**config.mk**
```make
export PLATFORM = sky130hd
export DESIGN_NAME = nameless_wb_ctrl
export DESIGN_NICKNAME = d
export VERILOG_FILES = /design/src/rtl/nwb_pkg.sv /design/src/rtl/nwb_datapath.sv /design/src/rtl/nwb_control.sv /design/src/rtl/nameless_wb_ctrl.sv
export SDC_FILE = /design/constraint.sdc
export NUM_CORES = 1
export LEC_CHECK = 0
export CORE_ASPECT_RATIO = 1.25
export CORE_MARGIN = 1
export CORE_UTILIZATION = 42
export CTS_BUF_LIST = sky130_fd_sc_hd__clkbuf_4
export CTS_CLUSTER_DIAMETER = 30
export DETAILED_ROUTE_END_ITERATION = 7
export DONT_BUFFER_PORTS = 1
export GPL_TIMING_DRIVEN = 1
export PLACE_DENSITY_LB_ADDON = 0.12
export SLEW_MARGIN = 15
export SYNTH_ARGS = -nofsm -noshare
export SYNTH_HDL_FRONTEND = slang
export SYNTH_SLANG_ARGS = --single-unit
```
**constraint.sdc**
```tcl
create_clock -name clk -period 2.8 [get_ports clk]
set_clock_uncertainty 0.2 [all_clocks]
set_input_delay 0 -clock clk [delete_from_list [all_inputs] [get_ports clk]]
set_output_delay 0 -clock clk [all_outputs]
set_load 0.1 [all_outputs]
```
**src/rtl/nwb_pkg.sv**
```systemverilog
package nwb_pkg;
  typedef enum logic [1:0] {
    ST_IDLE  = 2'd0,
    ST_EXEC  = 2'd1,
    ST_HOLD  = 2'd2,
    ST_WRITE = 2'd3
  } nwbState_e;

  typedef struct packed {
    logic capture;    // latch the ALU result
    logic clearDeps;  // forget all consumer bookkeeping
  } nwbStrobe_t;
endpackage

```
**src/rtl/nwb_datapath.sv**
```systemverilog
module nwb_datapath
  import nwb_pkg::*;
#(
  parameter int DATA_W  = 32,
  parameter int NUM_DEP = 8
) (
  input  logic               clk,
  input  logic               rstN,
  input  nwbStrobe_t         strobe,
  input  logic [DATA_W-1:0]  resultData,
  input  logic [NUM_DEP-1:0] depAttach,
  input  logic [NUM_DEP-1:0] depRead,
  input  logic [NUM_DEP-1:0] depClear,
  output logic [DATA_W-1:0]  latchData,
  output logic               depsSettled
);
  logic [NUM_DEP-1:0] attachMask, readMask, clearMask;
  logic [NUM_DEP-1:0] attachNow, readNow, clearNow;
  logic [NUM_DEP-1:0] slotPending;

  assign attachNow = attachMask | depAttach;
  assign readNow   = readMask   | depRead;
  assign clearNow  = clearMask  | depClear;

  always_ff @(posedge clk) begin
    if (!rstN) begin
      latchData <= '0;
    end else if (strobe.capture) begin
      latchData <= resultData;
    end
  end

  always_ff @(posedge clk) begin
    if (!rstN || strobe.clearDeps) begin
      attachMask <= '0;
      readMask   <= '0;
      clearMask  <= '0;
    end else begin
      attachMask <= attachNow;
      readMask   <= readNow;
      clearMask  <= clearNow;
    end
  end

  // a slot is outstanding until it has both taken the value and cleared
  for (genvar slot = 0; slot < NUM_DEP; slot++) begin : gSlot
    assign slotPending[slot] = attachNow[slot] & ~(readNow[slot] & clearNow[slot]);
  end

  assign depsSettled = ~|slotPending;

  AST_SETTLED_NEEDS_READ: assert property (@(posedge clk) disable iff (!rstN)
    (depsSettled && !strobe.clearDeps) |-> ((attachNow & ~readNow) == '0)) else $error("R8");
endmodule

```
**src/rtl/nwb_control.sv**
```systemverilog
module nwb_control
  import nwb_pkg::*;
(
  input  logic       clk,
  input  logic       rstN,
  input  logic       issueValid,
  input  logic       overwrite,
  input  logic       resultValid,
  input  logic       die,
  input  logic       wbAck,
  input  logic       depsSettled,
  output nwbStrobe_t strobe,
  output logic       unitBusy,
  output logic       wbReq,
  output logic       resultDrop
);
  nwbState_e state, stateNext;
  logic      nameless, namelessEff;

  // die rolls back the overwrite, and wins over a same-cycle overwrite
  assign namelessEff = die ? 1'b0 : (overwrite ? 1'b1 : nameless);

  assign strobe.clearDeps = (state == ST_IDLE) && issueValid;
  assign strobe.capture   = (state == ST_EXEC) && resultValid;

  assign unitBusy   = (state != ST_IDLE);
  assign wbReq      = (state == ST_WRITE);
  assign resultDrop = (state == ST_HOLD) && !die && depsSettled;

  always_comb begin
    stateNext = state;
    unique case (state)
      ST_IDLE:  if (issueValid) stateNext = ST_EXEC;
      ST_EXEC:  if (resultValid) stateNext = namelessEff ? ST_HOLD : ST_WRITE;
      ST_HOLD: begin
        if (die)              stateNext = ST_WRITE;
        else if (depsSettled) stateNext = ST_IDLE;
      end
      ST_WRITE: if (wbAck) stateNext = ST_IDLE;
      default:  stateNext = ST_IDLE;
    endcase
  end

  always_ff @(posedge clk) begin
    if (!rstN) begin
      state    <= ST_IDLE;
      nameless <= 1'b0;
    end else begin
      state <= stateNext;
      if (state == ST_IDLE)      nameless <= 1'b0;
      else if (state == ST_EXEC) nameless <= namelessEff;
    end
  end

  AST_WB_HELD: assert property (@(posedge clk) disable iff (!rstN)
    (wbReq && !wbAck) |=> wbReq) else $error("R4");
  AST_WB_ACK_IDLE: assert property (@(posedge clk) disable iff (!rstN)
    (wbReq && wbAck) |=> !unitBusy) else $error("R4");
  AST_DROP_NOT_DIE: assert property (@(posedge clk) disable iff (!rstN)
    resultDrop |-> !die) else $error("R10");
  AST_DROP_EXCL: assert property (@(posedge clk) disable iff (!rstN)
    !(resultDrop && wbReq)) else $error("R12");
  AST_DROP_PULSE: assert property (@(posedge clk) disable iff (!rstN)
    resultDrop |=> (!resultDrop && !unitBusy)) else $error("R7");
  AST_DIE_HOLD_WB: assert property (@(posedge clk) disable iff (!rstN)
    ((state == ST_HOLD) && die) |=> wbReq) else $error("R9");
endmodule

```
**src/rtl/nameless_wb_ctrl.sv**
```systemverilog
module nameless_wb_ctrl
  import nwb_pkg::*;
#(
  parameter int DATA_W  = 32,
  parameter int NUM_DEP = 8
) (
  input  logic               clk,
  input  logic               rstN,
  input  logic               issueValid,
  input  logic               overwrite,
  input  logic               resultValid,
  input  logic [DATA_W-1:0]  resultData,
  input  logic [NUM_DEP-1:0] depAttach,
  input  logic [NUM_DEP-1:0] depRead,
  input  logic [NUM_DEP-1:0] depClear,
  input  logic               die,
  input  logic               wbAck,
  output logic               unitBusy,
  output logic               wbReq,
  output logic [DATA_W-1:0]  wbData,
  output logic [DATA_W-1:0]  fwdData,
  output logic               resultDrop
);
  nwbStrobe_t        strobe;
  logic              depsSettled;
  logic [DATA_W-1:0] latchData;

  nwb_control i_control (
    .clk         (clk),
    .rstN        (rstN),
    .issueValid  (issueValid),
    .overwrite   (overwrite),
    .resultValid (resultValid),
    .die         (die),
    .wbAck       (wbAck),
    .depsSettled (depsSettled),
    .strobe      (strobe),
    .unitBusy    (unitBusy),
    .wbReq       (wbReq),
    .resultDrop  (resultDrop)
  );

  nwb_datapath #(.DATA_W(DATA_W), .NUM_DEP(NUM_DEP)) i_datapath (
    .clk         (clk),
    .rstN        (rstN),
    .strobe      (strobe),
    .resultData  (resultData),
    .depAttach   (depAttach),
    .depRead     (depRead),
    .depClear    (depClear),
    .latchData   (latchData),
    .depsSettled (depsSettled)
  );

  assign wbData  = latchData;
  assign fwdData = latchData;
endmodule

```
==> out/results.tsv, run 1 <==
stage	metric	value	unit
floorplanning	num_io_pins	130	
placement	hpwl	3220	um
logic_synthesis	synth_cell_types	29	
placement	gp_congestion	0.770	
placement	place_area	2520	um2
route	dr.pass1.iters	7	
logic_synthesis	postSynthCellCount	290	
logic_synthesis	syn_avg_cell_area	8.49	um2
timing	grt_setup_unrepaired	no	
timing	setup_slack	0.290	ns
route	route.detailed.drc	24	
global_routing	grt_max_degree	33	
pwr	powerDensity	651	nW/um2
cells_and_area	diodes	0	
floorplanning	core	5560	um2
logic_synthesis	seq_area_frac_synth	48.0	%
logic_synthesis	synth_area_leaders	dfxtp_1 (48%), buf_4 (11%), nand2_1 (10%)	
cts	postCtsSetupBuffers	0	
logic_synthesis	synth.cell_area	2460	um2
route	first_iter_violations	107	
cts	clock_path_buffers	2	
global_routing	met2_usage	40.6	%
worst_setup_path	cp.required	2.93	ns
cells_and_area	fillers	481	
logic_synthesis	ys_ff_latch	59	
cells_and_area	num-nets-final	443	
route	viasPerCell	4.91	
route	wl	6010	um
timing	max-slew-margin-rel	35.7	%
outcome	violations	design-rule violations	
timing	slew_violations	0	
worst_setup_path	max_stage_delay	0.58	ns
pwr	p_leak	1.57	nW
global_routing	grt_busiest_layer	met2	
global_routing	antenna_found_initial	0	
cells_and_area	final_cell_area	3600	um2
worst_setup_path	cp-start-kind	register	
floorplanning	die_area	6170	um2
pwr	ir_drop	0.408	mV
global_routing	grt_pass1_vias	2272	
placement	io_buffers	0	
floorplanning	rows	30	
cts	cts_buffers	9	
min_path	min_path_type	input pin to output pin	
cts	clkLatencyLatePin	0.38	ns
route	vias	2204	
floorplanning	die_y	87.6	um
timing	tightest_slew	0.972	ns
logic_synthesis	yosysTopAreaCell	dfxtp_1	
cells_and_area	area_growth	46.0	%
job	max_cap_violations	0	
cells_and_area	drive_gt1_share	24.7	%
floorplanning	die_w	70.5	um
timing	period_share	89.6	%
route	ant_nets	0	
worst_setup_path	path_class	register to register	
timing	max_freq	398	MHz
global_routing	grt_pass1_wl	9980	um
cts	cts_num_sinks	59	
floorplanning	start_util	44.3	%
global_routing	grt_use_met1	21.0	%
cts	root_buffer	clkbuf_4	
cts	tritoncts	done	
cts	clk_pin_slew_worst_paths	0.10	ns
worst_setup_path	endpoint_kind	register	
global_routing	use_met3	6.10	%
global_routing	track_usage	21.2	%
timing	setup_viol	0	
worst_setup_path	cp_cell_sequence	or2_4, or2_1, nand2_4, nor2_1, dlygate4sd3_1	
logic_synthesis	syn-num-nets	353	
worst_setup_path	cp.arrival	2.64	ns
logic_synthesis	synth_top_area_share	48.0	%
route	wire_per_inst	13.4	um
timing	hold_viol	0	
placement	place_ws	0.764	ns
worst_setup_path	crit_slowest_cell	dlygate4sd3_1	
cts	cts_max_level	3	
timing	fin_crit	2.51	ns
timing	finalSetupTns	0	ns
global_routing	overflow	0	
outcome	status	finished, violations left	
worst_setup_path	cp_max_fo	16	
logic_synthesis	yosysWarnings	0	
## power by group
group          internal [mW]  total (mW)  switching, mW  leakage [nW]
logic                  0.196       0.694          0.498         0.977
clock network          0.367       0.668          0.302        0.0899
registers              0.907       0.979         0.0715         0.499
total                   1.47        2.34          0.871          1.57
## final timing paths
check / slack, ns / from / endpoint / cells past startpoint
worst min-delay path: 0.05 / die / resultDrop / 2
worst min register to register: 0.27 / i_datapath.latchData[2] / i_datapath.latchData[2] / 2
worst max register to register: 0.29 / i_control.state[0] / i_datapath.readMask[7] / 5
worst max-delay path: 0.29 / i_control.state[0] / i_datapath.readMask[7] / 5
## state kept, by name, summed over array words and instances, names as in the netlist
| register | count |
|---|---|
| i_datapath.clearMask | 8 |
| i_datapath.attachMask | 8 |
| i_control.state | 2 |
| i_control.nameless | 1 |
| i_datapath.readMask | 8 |
| i_datapath.latchData | 32 |
## critical path, delay by kind of cell (launching register included)
kind | cells | cell delay [ns]
and+or+nand+nor | 4 | 1.12
buffers and inverters | 1 | 0.58
DFF | 1 | 0.56
## synthesized netlist by cell type, drive strengths merged
cell type  count
a21oi          2
nor3b          1
or2           10
a22oi          4
nand2         67
o22ai          8
and2           2
nor2          34
nand4          1
dfxtp         59
clkbuf         8
a21boi        32
and3           8
nor2b          3
nor3           1
nor4           1
inv            2
buf           40
o21ai          5
a22o           2
## repair_timing
action,CTS,global route
resized for setup,0,1
setup endpoints to repair,0,4
hold buffers,91,1
endpoints found under the hold margin,59,5
## final cells by class
cell class | count | area [um2] | area share (%)
clock inverters | 6 | 80.1 | 2.23
clock buffers | 10 | 75.1 | 2.09
repair buffers | 127 | 1180 | 32.9
well taps | 64 | 80.1 | 2.23
flip-flops and latches | 59 | 1220 | 34.0
multi-input cells | 181 | 948 | 26.4
inverters | 2 | 7.51 | 0.209
## through the flow
stage | hold WS [ns] | cells | total power [mW] | util [%]
global placement | -0.0650 | 341 | 1.57 | 45.4
detailed placement | -0.0611 | 341 | 1.57 | 45.4
finish | 0.0476 | 449 | 2.34 | 64.7
global route | 0.0527 | 449 | 2.45 | 64.7
CTS | 0.0498 | 448 | 2.36 | 64.5
floorplan | -0.0651 | 290 | 1.55 | -
## cells in the final DEF, fill, tap and decap left out, drive strengths merged
master       synthesis  final
o21ai                5      5
o22ai                8      8
nor3                 1      1
nor2                34     34
buf                 40     35
a21oi                2      2
dfxtp               59     59
or2                 10     10
a22o                 2      2
nand4                1      1
clkinv               0      4
clkbuf               8     10
nand2               67     67
bufinv               0      2
nor4                 1      1
inv                  2      2
and2                 2      2
a22oi                4      4
nor2b                3      3
and3                 8      8
dlygate4sd3          0     92
a21boi              32     32
nor3b                1      1
## per-layer routing
metal,part of all wire [%],vias up
li1,-,1090
met1,37,1030
met2,55,78
met3,6.7,6
met4,1.3,0
met5,0,-
## cell families (layout without fill, tap and decap cells)
family                 Yosys count  count (layout)  synth area share, %
AO/OA/AOI/OAI                   53              53                 15.1
buffers and inverters           50             145                 14.1
flip-flops                      59              59                 48.0
AND/OR/NAND/NOR                128             128                 22.8
(Power assumes the default switching activity.)
==> run 2: changes to the inputs <==
--- a/config.mk
+++ b/config.mk
@@ -13,6 +13,7 @@
 export DETAILED_ROUTE_END_ITERATION = 7
 export DONT_BUFFER_PORTS = 1
 export GPL_TIMING_DRIVEN = 1
+export MAX_ROUTING_LAYER = met4
 export PLACE_DENSITY_LB_ADDON = 0.12
 export SLEW_MARGIN = 15
 export SYNTH_ARGS = -nofsm -noshare
==> constraint.sdc (replaced) <==
create_clock -name clk -period 2.9 [get_ports clk]
set_clock_uncertainty 0.2 [all_clocks]
set_input_delay 0 -clock clk [delete_from_list [all_inputs] [get_ports clk]]
set_output_delay 0 -clock clk [all_outputs]
set_load 0.1 [all_outputs]
==> run 2 against run 1 <==
Effect of this change:
- the run still ends with design-rule violations left
- die area did not move
- wire length fell by 5.6%
- core utilization fell by 2.3 points
- setup slack improved by 0.020 ns
- critical path depth did not move
- register-to-register slack improved by 0.02 ns
- power fell by 3.9%
- design area fell by 3.5%
- first-iteration DRC count fell by 13%
- largest cell class unchanged
==> out/results.tsv, run 2 (synthesis results as in run 1) <==
stage	metric	value	unit	change
outcome	status	finished, violations left		
outcome	violations	design-rule violations		
cts	tritoncts	done		
cells_and_area	largest-register	i_datapath.latchData		
timing	hold_viol	0		unchanged
global_routing	use_met3	5.41	%	-0.69 points
global_routing	grt_use_met1	20.3	%	-0.66 points
route	wire_per_inst	13.0	um	-2.8%
route	vias	2097		-4.9%
pwr	powerDensity	648	nW/um2	-0.43%
cells_and_area	drive_gt1_share	25.5	%	+0.86 points
timing	period_share	89.3	%	-0.34 points
floorplanning	rows	30		unchanged
global_routing	grt_pass1_vias	2182		-4.0%
route	wl	5670	um	-5.6%
worst_setup_path	cp.required	3.04	ns	+0.11 ns
cells_and_area	fillers	487		+1.2%
cts	clkLatencyLatePin	0.39	ns	about the same
timing	slew_violations	0		unchanged
timing	max_freq	386	MHz	-3.1%
cells_and_area	layout.cells.most_common	dlygate4sd3_1		
cells_and_area	diodes	0		unchanged
worst_setup_path	endpoint_kind	register		
placement	io_buffers	0		unchanged
worst_setup_path	cp_max_fo	16		unchanged
floorplanning	die_area	6170	um2	unchanged
timing	max-slew-margin-rel	30.7	%	-4.9 points
cts	clock_path_buffers	2		unchanged
global_routing	track_usage	20.2	%	-1.0 points
global_routing	met2_usage	36.4	%	-4.2 points
timing	grt_setup_unrepaired	no		
worst_setup_path	r2r_slack	0.31	ns	+0.02 ns
timing	setup_slack	0.310	ns	+0.0203 ns
route	route.detailed.drc	25		+4.2%
min_path	min_path_type	input pin to output pin		
placement	hpwl	3190	um	-1.0%
cells_and_area	mostFrequentLayoutCells	dlygate4sd3_1 (79), nand2_1 (66), buf_4 (35), nor2_1 (34), dfxtp_2 (32)		
route	ant_nets	0		unchanged
global_routing	grt_busiest_layer	met2		
cts	cts_buffers	9		unchanged
global_routing	grt_pass1_wl	9440	um	-5.5%
timing	finalSetupTns	0	ns	unchanged
route	first_iter_violations	93		-13%
floorplanning	die_y	87.6	um	unchanged
placement	gp_congestion	0.775		+0.64%
route	dr.pass1.iters	6		-1
cts	cts_num_sinks	59		unchanged
global_routing	grt_max_degree	33		unchanged
pwr	p_leak	1.47	nW	-6.0%
pwr	ir_drop	0.402	mV	-1.5%
job	max_cap_violations	0		unchanged
timing	tightest_slew	1.04	ns	+0.0636 ns
cts	root_buffer	clkbuf_4		
floorplanning	die_w	70.5	um	unchanged
global_routing	overflow	0		unchanged
route	viasPerCell	4.81		-2.0%
global_routing	antenna_found_initial	0		unchanged
cells_and_area	area_growth	41.0	%	
worst_setup_path	cp-start-kind	register		
floorplanning	num_io_pins	130		unchanged
timing	fin_crit	2.59	ns	+0.0797 ns
worst_setup_path	path_class	register to register		
floorplanning	start_util	44.3	%	unchanged
timing	setup_viol	0		unchanged
cts	clk_pin_slew_worst_paths	0.11	ns	about the same
placement	place_ws	0.874	ns	+0.110 ns
floorplanning	core	5560	um2	unchanged
cells_and_area	largest_reg_flops	32		unchanged
cts	cts_max_level	3		unchanged
cells_and_area	num-nets-final	430		-2.9%
worst_setup_path	cp.arrival	2.73	ns	+0.09 ns
cts	ctsResizeCount	0		unchanged
## run 2: cell count changes in the layout (fill, tap and decap cells not counted)
cell	delta
clkinv_2	-2
or2_0	+1
clkinvlp_4	+3
dlygate4sd3_1	-13
clkbuf_4	-1
or2_1	-1
## run 2: final cells by class
cell class              count  area (um2)  share of cell area [%]
clock inverters             7        92.6                    2.67
repair buffers            114        1050                    30.4
multi-input cells         181         948                    27.3
clock buffers               9        67.6                    1.95
flip-flops and latches     59        1220                    35.2
well taps                  64        80.1                    2.31
inverters                   2        7.51                   0.216
## run 2: critical path: stages (launching register included)
cell and delay (ns):
dfxtp_1 0.55, or2_4 0.40, or2_0 0.46, nand2_4 0.21
nor2_1 0.16, dlygate4sd3_1 0.56
## run 2: worst paths after layout
path,endpoint,depth (start not counted),start
worst min-delay path,resultDrop,2,die
worst min register to register,i_datapath.latchData[2],2,i_datapath.latchData[2]
worst max-delay path,i_datapath.readMask[4],5,i_control.state[0]
worst max register to register,i_datapath.readMask[4],5,i_control.state[0]
## run 2: metal layers
metal	up-vias	wire (um)
li1	1067	-
met1	942	2210
met2	78	2900
met3	10	447
met4	0	103
met5	-	0
## run 2: metrics by stage
step           util, %  power (mW)  hold slack (ns)  cells  instance area (um2)
6_report          62.5        2.25           0.0488    436                 3470
5_1_grt           62.5        2.35           0.0540    436                 3470
4_1_cts           62.5        2.28           0.0409    436                 3470
3_5_place_dp      45.4        1.52          -0.0624    341                 2520
3_3_place_gp      45.4        1.51          -0.0646    341                 2520
2_1_floorplan        -        1.50          -0.0651    290                 2470
## run 2: power by group
part	internal (mW)	total, mW	switching [mW]
Clock	0.346	0.654	0.308
Combinational	0.175	0.664	0.489
Sequential	0.876	0.932	0.0558
## run 2: what timing repair did
action | CTS | global route
setup buffers | 0 | 0
hold buffers | 79 | 0
endpoints found under the setup margin | 0 | 0
endpoints found under the hold margin | 59 | 0
